`src/rtl/tohost_pkg.sv`:
```
// Package: shared encodings and the decoded-instruction record for the
// termination CSR unit. Assumes 32-bit RISC-V base instruction encoding.
package tohost_pkg;

    localparam int INSTR_W = 32;

    localparam logic [6:0] OPC_SYSTEM   = 7'b1110011;
    localparam logic [2:0] F3_WRITE_REG = 3'b001;
    localparam logic [2:0] F3_WRITE_IMM = 3'b101;

    typedef enum logic [1:0] {
        SRC_NONE = 2'd0,
        SRC_REG  = 2'd1,
        SRC_IMM  = 2'd2
    } wr_src_e;

    typedef struct packed {
        logic       hit;
        wr_src_e    src;
        logic [4:0] imm;
    } csr_dec_t;

endpackage

```
`src/rtl/tohost_decode.sv`:
```
// Module: tohost_decode
// Recognises the two supported CSR write forms aimed at one CSR address.
// Purely combinational. Assumes rd must be x0 (no writeback is produced).
module tohost_decode
    import tohost_pkg::*;
#(
    parameter int          ADDR_W      = 12,
    parameter logic [11:0] TARGET_ADDR = 12'h51E
) (
    input  logic [INSTR_W-1:0] instr,
    output csr_dec_t           dec
);
    localparam int ADDR_LSB = INSTR_W - ADDR_W;

    logic [6:0]        opcode;
    logic [4:0]        rd_f;
    logic [2:0]        funct3;
    logic [4:0]        src_f;
    logic [ADDR_W-1:0] csr_addr;
    logic              form_ok;
    wr_src_e           src_kind;

    // Slice the instruction fields.
    always_comb begin
        opcode   = instr[6:0];
        rd_f     = instr[11:7];
        funct3   = instr[14:12];
        src_f    = instr[19:15];
        csr_addr = instr[INSTR_W-1:ADDR_LSB];
    end

    // Map funct3 onto a write source.
    always_comb begin
        unique case (funct3)
            F3_WRITE_REG: src_kind = SRC_REG;
            F3_WRITE_IMM: src_kind = SRC_IMM;
            default:      src_kind = SRC_NONE;
        endcase
    end

    // Combine opcode, destination and address match into the hit flag.
    always_comb begin
        form_ok = (opcode == OPC_SYSTEM) && (rd_f == 5'd0)
                  && (csr_addr == TARGET_ADDR[ADDR_W-1:0]);
        dec.hit = form_ok && (src_kind != SRC_NONE);
        dec.src = form_ok ? src_kind : SRC_NONE;
        dec.imm = src_f;
    end

    // r4: a hit always carries one of the two real sources.
    always_comb begin
        a_r4_hit_has_source: assert (!dec.hit || dec.src == SRC_REG || dec.src == SRC_IMM);
    end

endmodule

```
`src/rtl/tohost_operand.sv`:
```
// Module: tohost_operand
// Chooses the value to write: the register operand, or the immediate
// zero-extended to the data width. Assumes IMM_W < DATA_W.
module tohost_operand
    import tohost_pkg::*;
#(
    parameter int DATA_W = 32,
    parameter int IMM_W  = 5
) (
    input  wr_src_e           src,
    input  logic [IMM_W-1:0]  imm,
    input  logic [DATA_W-1:0] reg_val,
    output logic [DATA_W-1:0] wdata
);
    localparam int PAD_W = DATA_W - IMM_W;

    logic [DATA_W-1:0] imm_ext;

    generate
        if (PAD_W > 0) begin : g_pad
            // Zero-extend the immediate.
            always_comb imm_ext = {{PAD_W{1'b0}}, imm};
        end else begin : g_nopad
            // Immediate already fills the word.
            always_comb imm_ext = imm[DATA_W-1:0];
        end
    endgenerate

    // Select the write value by source.
    always_comb begin
        unique case (src)
            SRC_IMM: wdata = imm_ext;
            default: wdata = reg_val;
        endcase
    end

endmodule

```
`src/rtl/tohost_reg.sv`:
```
// Module: tohost_reg
// Holds the termination code and sticky done flag; derives pass/fail.
// Assumes synchronous active-low reset; accepts only the first write.
module tohost_reg #(
    parameter int DATA_W = 32
) (
    input  logic              clk,
    input  logic              rst_n,
    input  logic              wr_req,
    input  logic [DATA_W-1:0] wdata,
    output logic              wr_take,
    output logic [DATA_W-1:0] code,
    output logic              done,
    output logic              pass,
    output logic              fail
);
    localparam logic [DATA_W-1:0] CODE_OK = DATA_W'(1);

    // Accept a request only out of reset and before completion.
    always_comb wr_take = rst_n && wr_req && !done;

    // Register the code and the completion flag.
    always_ff @(posedge clk) begin
        if (!rst_n) begin
            code <= '0;
            done <= 1'b0;
        end else if (wr_take) begin
            code <= wdata;
            done <= 1'b1;
        end
    end

    // Classify the stored code.
    always_comb begin
        pass = done && (code == CODE_OK);
        fail = done && (code >  CODE_OK);
    end

    a_r6_done_sticky: assert property (@(posedge clk) disable iff (!rst_n)
        done |=> done);
    a_r6_code_frozen: assert property (@(posedge clk) disable iff (!rst_n)
        done |=> $stable(code));
    a_r5_done_after_take: assert property (@(posedge clk) disable iff (!rst_n)
        wr_take |=> done && code == $past(wdata));
    a_r8_exclusive: assert property (@(posedge clk) disable iff (!rst_n)
        !(pass && fail));
    a_r8_zero_silent: assert property (@(posedge clk) disable iff (!rst_n)
        (done && code == '0) |-> !pass && !fail);

endmodule

```
`src/rtl/csr_tohost_unit.sv`:
```
// Module: csr_tohost_unit (top)
// Executes the register and immediate CSR write forms aimed at the
// termination register. Assumes rs1_value matches instr in the same cycle.
module csr_tohost_unit
    import tohost_pkg::*;
#(
    parameter int          DATA_W      = 32,
    parameter int          ADDR_W      = 12,
    parameter int          IMM_W       = 5,
    parameter logic [11:0] TARGET_ADDR = 12'h51E
) (
    input  logic              clk,
    input  logic              rst_n,
    input  logic              instr_valid,
    input  logic [31:0]       instr,
    input  logic [DATA_W-1:0] rs1_value,
    output logic [DATA_W-1:0] tohost,
    output logic              wr_strobe,
    output logic              done,
    output logic              pass,
    output logic              fail
);
    csr_dec_t          dec;
    logic [DATA_W-1:0] wdata;
    logic              wr_req;

    tohost_decode #(
        .ADDR_W      (ADDR_W),
        .TARGET_ADDR (TARGET_ADDR)
    ) u_dec (
        .instr (instr),
        .dec   (dec)
    );

    tohost_operand #(
        .DATA_W (DATA_W),
        .IMM_W  (IMM_W)
    ) u_opnd (
        .src     (dec.src),
        .imm     (dec.imm[IMM_W-1:0]),
        .reg_val (rs1_value),
        .wdata   (wdata)
    );

    // Qualify the decoded hit with the valid flag.
    always_comb wr_req = instr_valid && dec.hit;

    tohost_reg #(
        .DATA_W (DATA_W)
    ) u_reg (
        .clk     (clk),
        .rst_n   (rst_n),
        .wr_req  (wr_req),
        .wdata   (wdata),
        .wr_take (wr_strobe),
        .code    (tohost),
        .done    (done),
        .pass    (pass),
        .fail    (fail)
    );

    a_r7_no_write_when_invalid: assert property (@(posedge clk) disable iff (!rst_n)
        !instr_valid |=> $stable(tohost) && $stable(done));
    a_r1_other_addr_ignored: assert property (@(posedge clk) disable iff (!rst_n)
        (instr[31:20] != TARGET_ADDR[ADDR_W-1:0]) |=> $stable(tohost));
    a_r2_reg_form: assert property (@(posedge clk) disable iff (!rst_n)
        (wr_strobe && instr[14:12] == 3'b001) |=> tohost == $past(rs1_value));
    a_r3_imm_form: assert property (@(posedge clk) disable iff (!rst_n)
        (wr_strobe && instr[14:12] == 3'b101) |=> tohost == DATA_W'($past(instr[19:15])));

endmodule

```
`config.mk`:
```
export PLATFORM = sky130hd
export DESIGN_NAME = csr_tohost_unit
export DESIGN_NICKNAME = d
export VERILOG_FILES = /design/src/rtl/tohost_pkg.sv /design/src/rtl/tohost_decode.sv /design/src/rtl/tohost_operand.sv /design/src/rtl/tohost_reg.sv /design/src/rtl/csr_tohost_unit.sv
export SDC_FILE = /design/constraint.sdc
export NUM_CORES = 1
export LEC_CHECK = 0
export ABC_AREA = 1
export BUFFER_PORTS_ARGS = -buffer_cell sky130_fd_sc_hd__buf_2
export CAP_MARGIN = 25
export CELL_PAD_IN_SITES_DETAIL_PLACEMENT = 1
export CELL_PAD_IN_SITES_GLOBAL_PLACEMENT = 2
export CORE_ASPECT_RATIO = 1.4
export CORE_MARGIN = 2
export CORE_UTILIZATION = 22
export CTS_CLUSTER_DIAMETER = 60
export DETAILED_ROUTE_END_ITERATION = 8
export GPL_TIMING_DRIVEN = 0
export PLACE_DENSITY_LB_ADDON = 0.1
export SLEW_MARGIN = 20
export SYNTH_ARGS = -nofsm -noshare
export SYNTH_HDL_FRONTEND = slang
export SYNTH_HIERARCHICAL = 1
export SYNTH_SLANG_ARGS = --single-unit
```
`constraint.sdc`:
```
create_clock -name clk -period 1.65 [get_ports clk]
set_input_delay 0.0825 -clock clk [delete_from_list [all_inputs] [get_ports clk]]
set_output_delay 0.0825 -clock clk [all_outputs]
set_load 0.05 [all_outputs]
```
# After elaboration in Yosys (flattened, before gate mapping)
# Index checks and enable logic that the tools add are counted.
dict set report totals {
  reg_bits 33
  elab_cells 23
}
dict set report classes {
  order_cmp 1
  n_eq_ne 6
  muxes 3
  n_reduce_logical 11
}
# op count
set ops {}
lappend ops {{32-bit by 1-bit == test with 1-bit output (second input constant)} 1}
lappend ops {{32-bit by 1-bit greater-than comparator with 1-bit output (second input constant)} 1}
lappend ops {{32-bit two-way mux} 1}
lappend ops {{12-bit by 11-bit == test with 1-bit output (second input constant)} 1}
lappend ops {{1-bit logical AND} 8}
lappend ops {{7-bit == test (second input constant)} 1}
lappend ops {{5-bit zero test} 1}
lappend ops {{2-bit one-hot mux with 2 select lines} 1}
lappend ops {{3-bit by 1-bit == test with 1-bit output (second input constant)} 1}
lappend ops {{3-bit == test (second input constant)} 1}
lappend ops {{2-bit == test (second input constant)} 1}
lappend ops {{2-bit two-way mux} 1}
lappend ops {{2-bit nonzero test} 1}
lappend ops {{1-bit zero test} 1}

# Logic depth before layout (Yosys ltp)
dict set report logic_depth {
  word_depth 7
  depth_mapped 14
  mapped_depth_nobuf 12
}

# By module
# The synthesis kept the hierarchy.
# mod n_inst cells_per_inst area_each_um2 seq_area_each_um2
set modules_own_cells {}
lappend modules_own_cells {tohost_reg 1 188 1420.1 660.6}
lappend modules_own_cells {tohost_operand 1 74 331.6 0.0}
lappend modules_own_cells {tohost_decode 1 42 196.4 0.0}
lappend modules_own_cells {csr_tohost_unit 1 2 7.5 0.0}

# Worst setup path before layout
# OpenSTA, ideal clock, no wires.
dict set report synth_timing {
  path_type {register to output}
  from {register u_reg.code[5]}
  to {output fail}
  arrival_ns 1.714
  required_ns 1.567
  setup_slack_ns -0.146
  stages_incl_launch_ff 9
  cell_sequence {dfxtp_1 inv_1 nand2_1 nor2_1 nand2_1 nor2_1 nand2_1 nand2_1 nor2_1}
}
dict set report synth_between {
  elab_chain_len 2
}
# item line
set synth_rtl {}
lappend synth_rtl {{from (decl)} tohost_reg.sv:12} ;# output logic [DATA_W-1:0] code,
lappend synth_rtl {{from (signal assigned)} tohost_reg.sv:28} ;# code <= wdata;
lappend synth_rtl {{32-bit by 1-bit greater-than comparator with 1-bit output} tohost_reg.sv:36} ;# fail = done && (code > CODE_OK);
lappend synth_rtl {{1-bit logical AND} tohost_reg.sv:36}
lappend synth_rtl {{to (decl)} csr_tohost_unit.sv:21} ;# output logic fail
# Every way passes these cells.

# Final worst setup path
dict set report layout_timing {
  from {register u_reg.code[15]}
  to {output fail}
}
# Same word-level chain as after synthesis.

==> out/qor.csv <==
metric,value,unit
CTS Buf Count,5,
synthesized area per cell,6.39,um2
register area share after synthesis,33.8,%
CP Max Fanout,2,
post-DR wirelength/cell,11.4,um
synth warn,6,
Setup WS pre-CTS,-0.129,ns
first-pass GRT wire length,9690,um
hpwl dp,4740,um
critical-path cell list,inv_2 -> nand2_1 -> nor2_1 -> nand2_1 -> nor2_1 -> nand2_1 -> nand2_1 -> nor2_2 -> clkbuf_4,
Post-synth top flop,dfxtp_1,
GP Congestion,0.688,
number of routed nets with antenna violations,0,
Starting Density,22.7,%
Clock power frac,48.4,%
clk sinks,33,
top sig layer,met4,
slew margin rel.,61.2,%
logic gate share of total power,8.3,%
PortBufs,97,
most frequent cells after synthesis,"77 x nand2_1, 67 x inv_1, 50 x nor2_1",
share of cells above drive strength 1,34.2,%
Clock Skew,0.00504,ns
clock latency on the worst-skew pair,0.28,ns
drt drc,0,
CP peak stage delay,0.34,ns
Hold Crit Class,in2reg,
core footprint,8610,um2
1st-iter DRT viols,40,
"area leader, netlist",dfxtp_1,
CTS max path bufs,2,
Post-Syn Area,1960,um2
WL met2,2940,um
Die Wd,83.7,um
final setup margin,0.137,ns
max_cap viols,0,
critical path class,reg2out,
Congestion Overflow GR,0,
Final nets,478,
Layout area overhead,40.4,%
crit end category,output port,
Ports,103,
async set or reset register ratio after synthesis,0,%
unrepaired setup endpoints after global routing,true,
wl on met1,2430,um
dpl cell area,2580,um2
design area,2750,um2
hold buffers post-CTS,0,
"Net Count, Synth",373,
Post-synth EDFFs,0,
Startpoint Class,flop,
Die Area,9670,um2
clk root buf,clkbuf_16,
"Req. time, crit path",1.57,ns
status,"finished, final reports clean",
row count,40,
DIE HEIGHT,116,um
Seq pwr share,43.3,%
via-per-instance ratio,4.10,
hold slack,0.0989,ns
TritonCTS clock tree,built,
Synth top area share,33.8,%
main area contributors after synthesis,"dfxtp_1 34%, nand2_1 15%, inv_1 13%",
Fmax,0.661,GHz
first drt pass iteration count,4,
number of diodes,0,
CP startpoint,u_reg/code[15],
antenna violations before repair,0,
pwr/cell area,671,nW/um2
Cells after Synth,306,
vias,2119,
worst reg2reg startpoint,u_reg/done,
Final Hold Vio Count,0,
largest net degree at the start of global routing,11,
Pleak,0.00151,uW
GRT Total Usage,12.5,%
"delay-heaviest family, CP",simple AND/OR/NAND/NOR gates,
Slew @ Worst Pin,0.582,ns
"count leader, synth",nand2_1,
Sw Ratio,21.7,%
final WL,5870,um
Max VDD drop,0.416,mV
Final Util,31.9,%
vias in the first global route,2146,
Worst-path clk slew,0.05,ns
Psw,400,uW
Hold Crit Start,rs1_value[0],
most frequent CP cell,nand2_1,
period utilisation layout,91.7,%
placed cell count,508,
Cell Int Power,1440,uW
H-Tree Depth,2,
Slew Limit Fails,0,
Final Setup Violations,0,
post-synthesis cell type count,21,
"Buf+Inv Stages, Crit Path",2,
DR WL met3,411,um
"flops & latches, synth",33,
Critical Path AT,1.43,ns
Period minus WS final,1.51,ns
Crit-path slowest cell,dfxtp_1,
final non-filler cell total,517,
cells by family after synthesis:
| group | count (synthesis) | synth area share [%] |
|---|---|---|
| buffers and inverters | 94 | 23.0 |
| AND/OR/NAND/NOR | 146 | 30.6 |
| flip-flops | 33 | 33.8 |
| AO/OA/AOI/OAI | 33 | 12.5 |
repair_timing:
item | CTS | global route
resized for setup | 2 | 6
gates cloned | 0 | 0
endpoints found under the setup margin | 1 | 35
buffers inserted | 1 | 0
pin swaps | 0 | 1
hold endpoints to repair | 0 | 0
worst paths after layout:
path / end / slack, ns / cells past startpoint
hold reg to reg: u_reg/code[11] / 0.47 / 2
setup reg to reg: u_reg/code[4] / 0.40 / 5
setup / recovery: fail / 0.14 / 9
hold / removal: u_reg/code[0] / 0.1 / 5
registers in the layout (all words and copies together) (netlist names):
register    flops
u_reg/done      1
u_reg/code     32
layout make-up:
type / count / area (um2)
fill: 1159 / 5860
buffer: 17 / 160
sequential: 33 / 661
multi-input combinational: 179 / 855
tap: 105 / 131
inverter: 77 / 294
timing repair buffer: 98 / 508
clock buffer: 8 / 136
power groups by stage:
stage	combinational [uW]	sequential, uW	clock, uW
after floorplan	69.1	814	0
after global placement	152	814	0
after detailed placement	155	814	0
after CTS	156	797	930
after global routing	176	797	955
final	152	798	892
worst register-to-register path, cell delays in order (launching register included):
cell and delay, ns:
dfxtp_1 0.34, nor3_2 0.23, buf_6 0.14, buf_4 0.18, buf_6 0.17, o31ai_1 0.07
per-layer routing:
layer	global-route usage [%]	vias up
met5	0	-
met4	4.52	0
met3	3.42	5
met2	22.8	69
met1	14.0	931
li1	-	1114
cells in the final DEF (no fill, tap or decap), drive strengths merged:
cell type	instances
inv	77
o31ai	32
nor3	1
buf	110
nand3	8
nor2	57
nand2	78
a21oi	1
nand4	1
or2	1
clkbuf	13
dfxtp	33
per-stage QoR:
step	total power, uW	setup TNS [ns]
2_1_floorplan	883	0
5_1_grt	1930	-0.0264
3_3_place_gp	967	-1.98
4_1_cts	1880	0
6_report	1840	0
3_5_place_dp	970	-2.00
(Power assumes the default switching activity.)
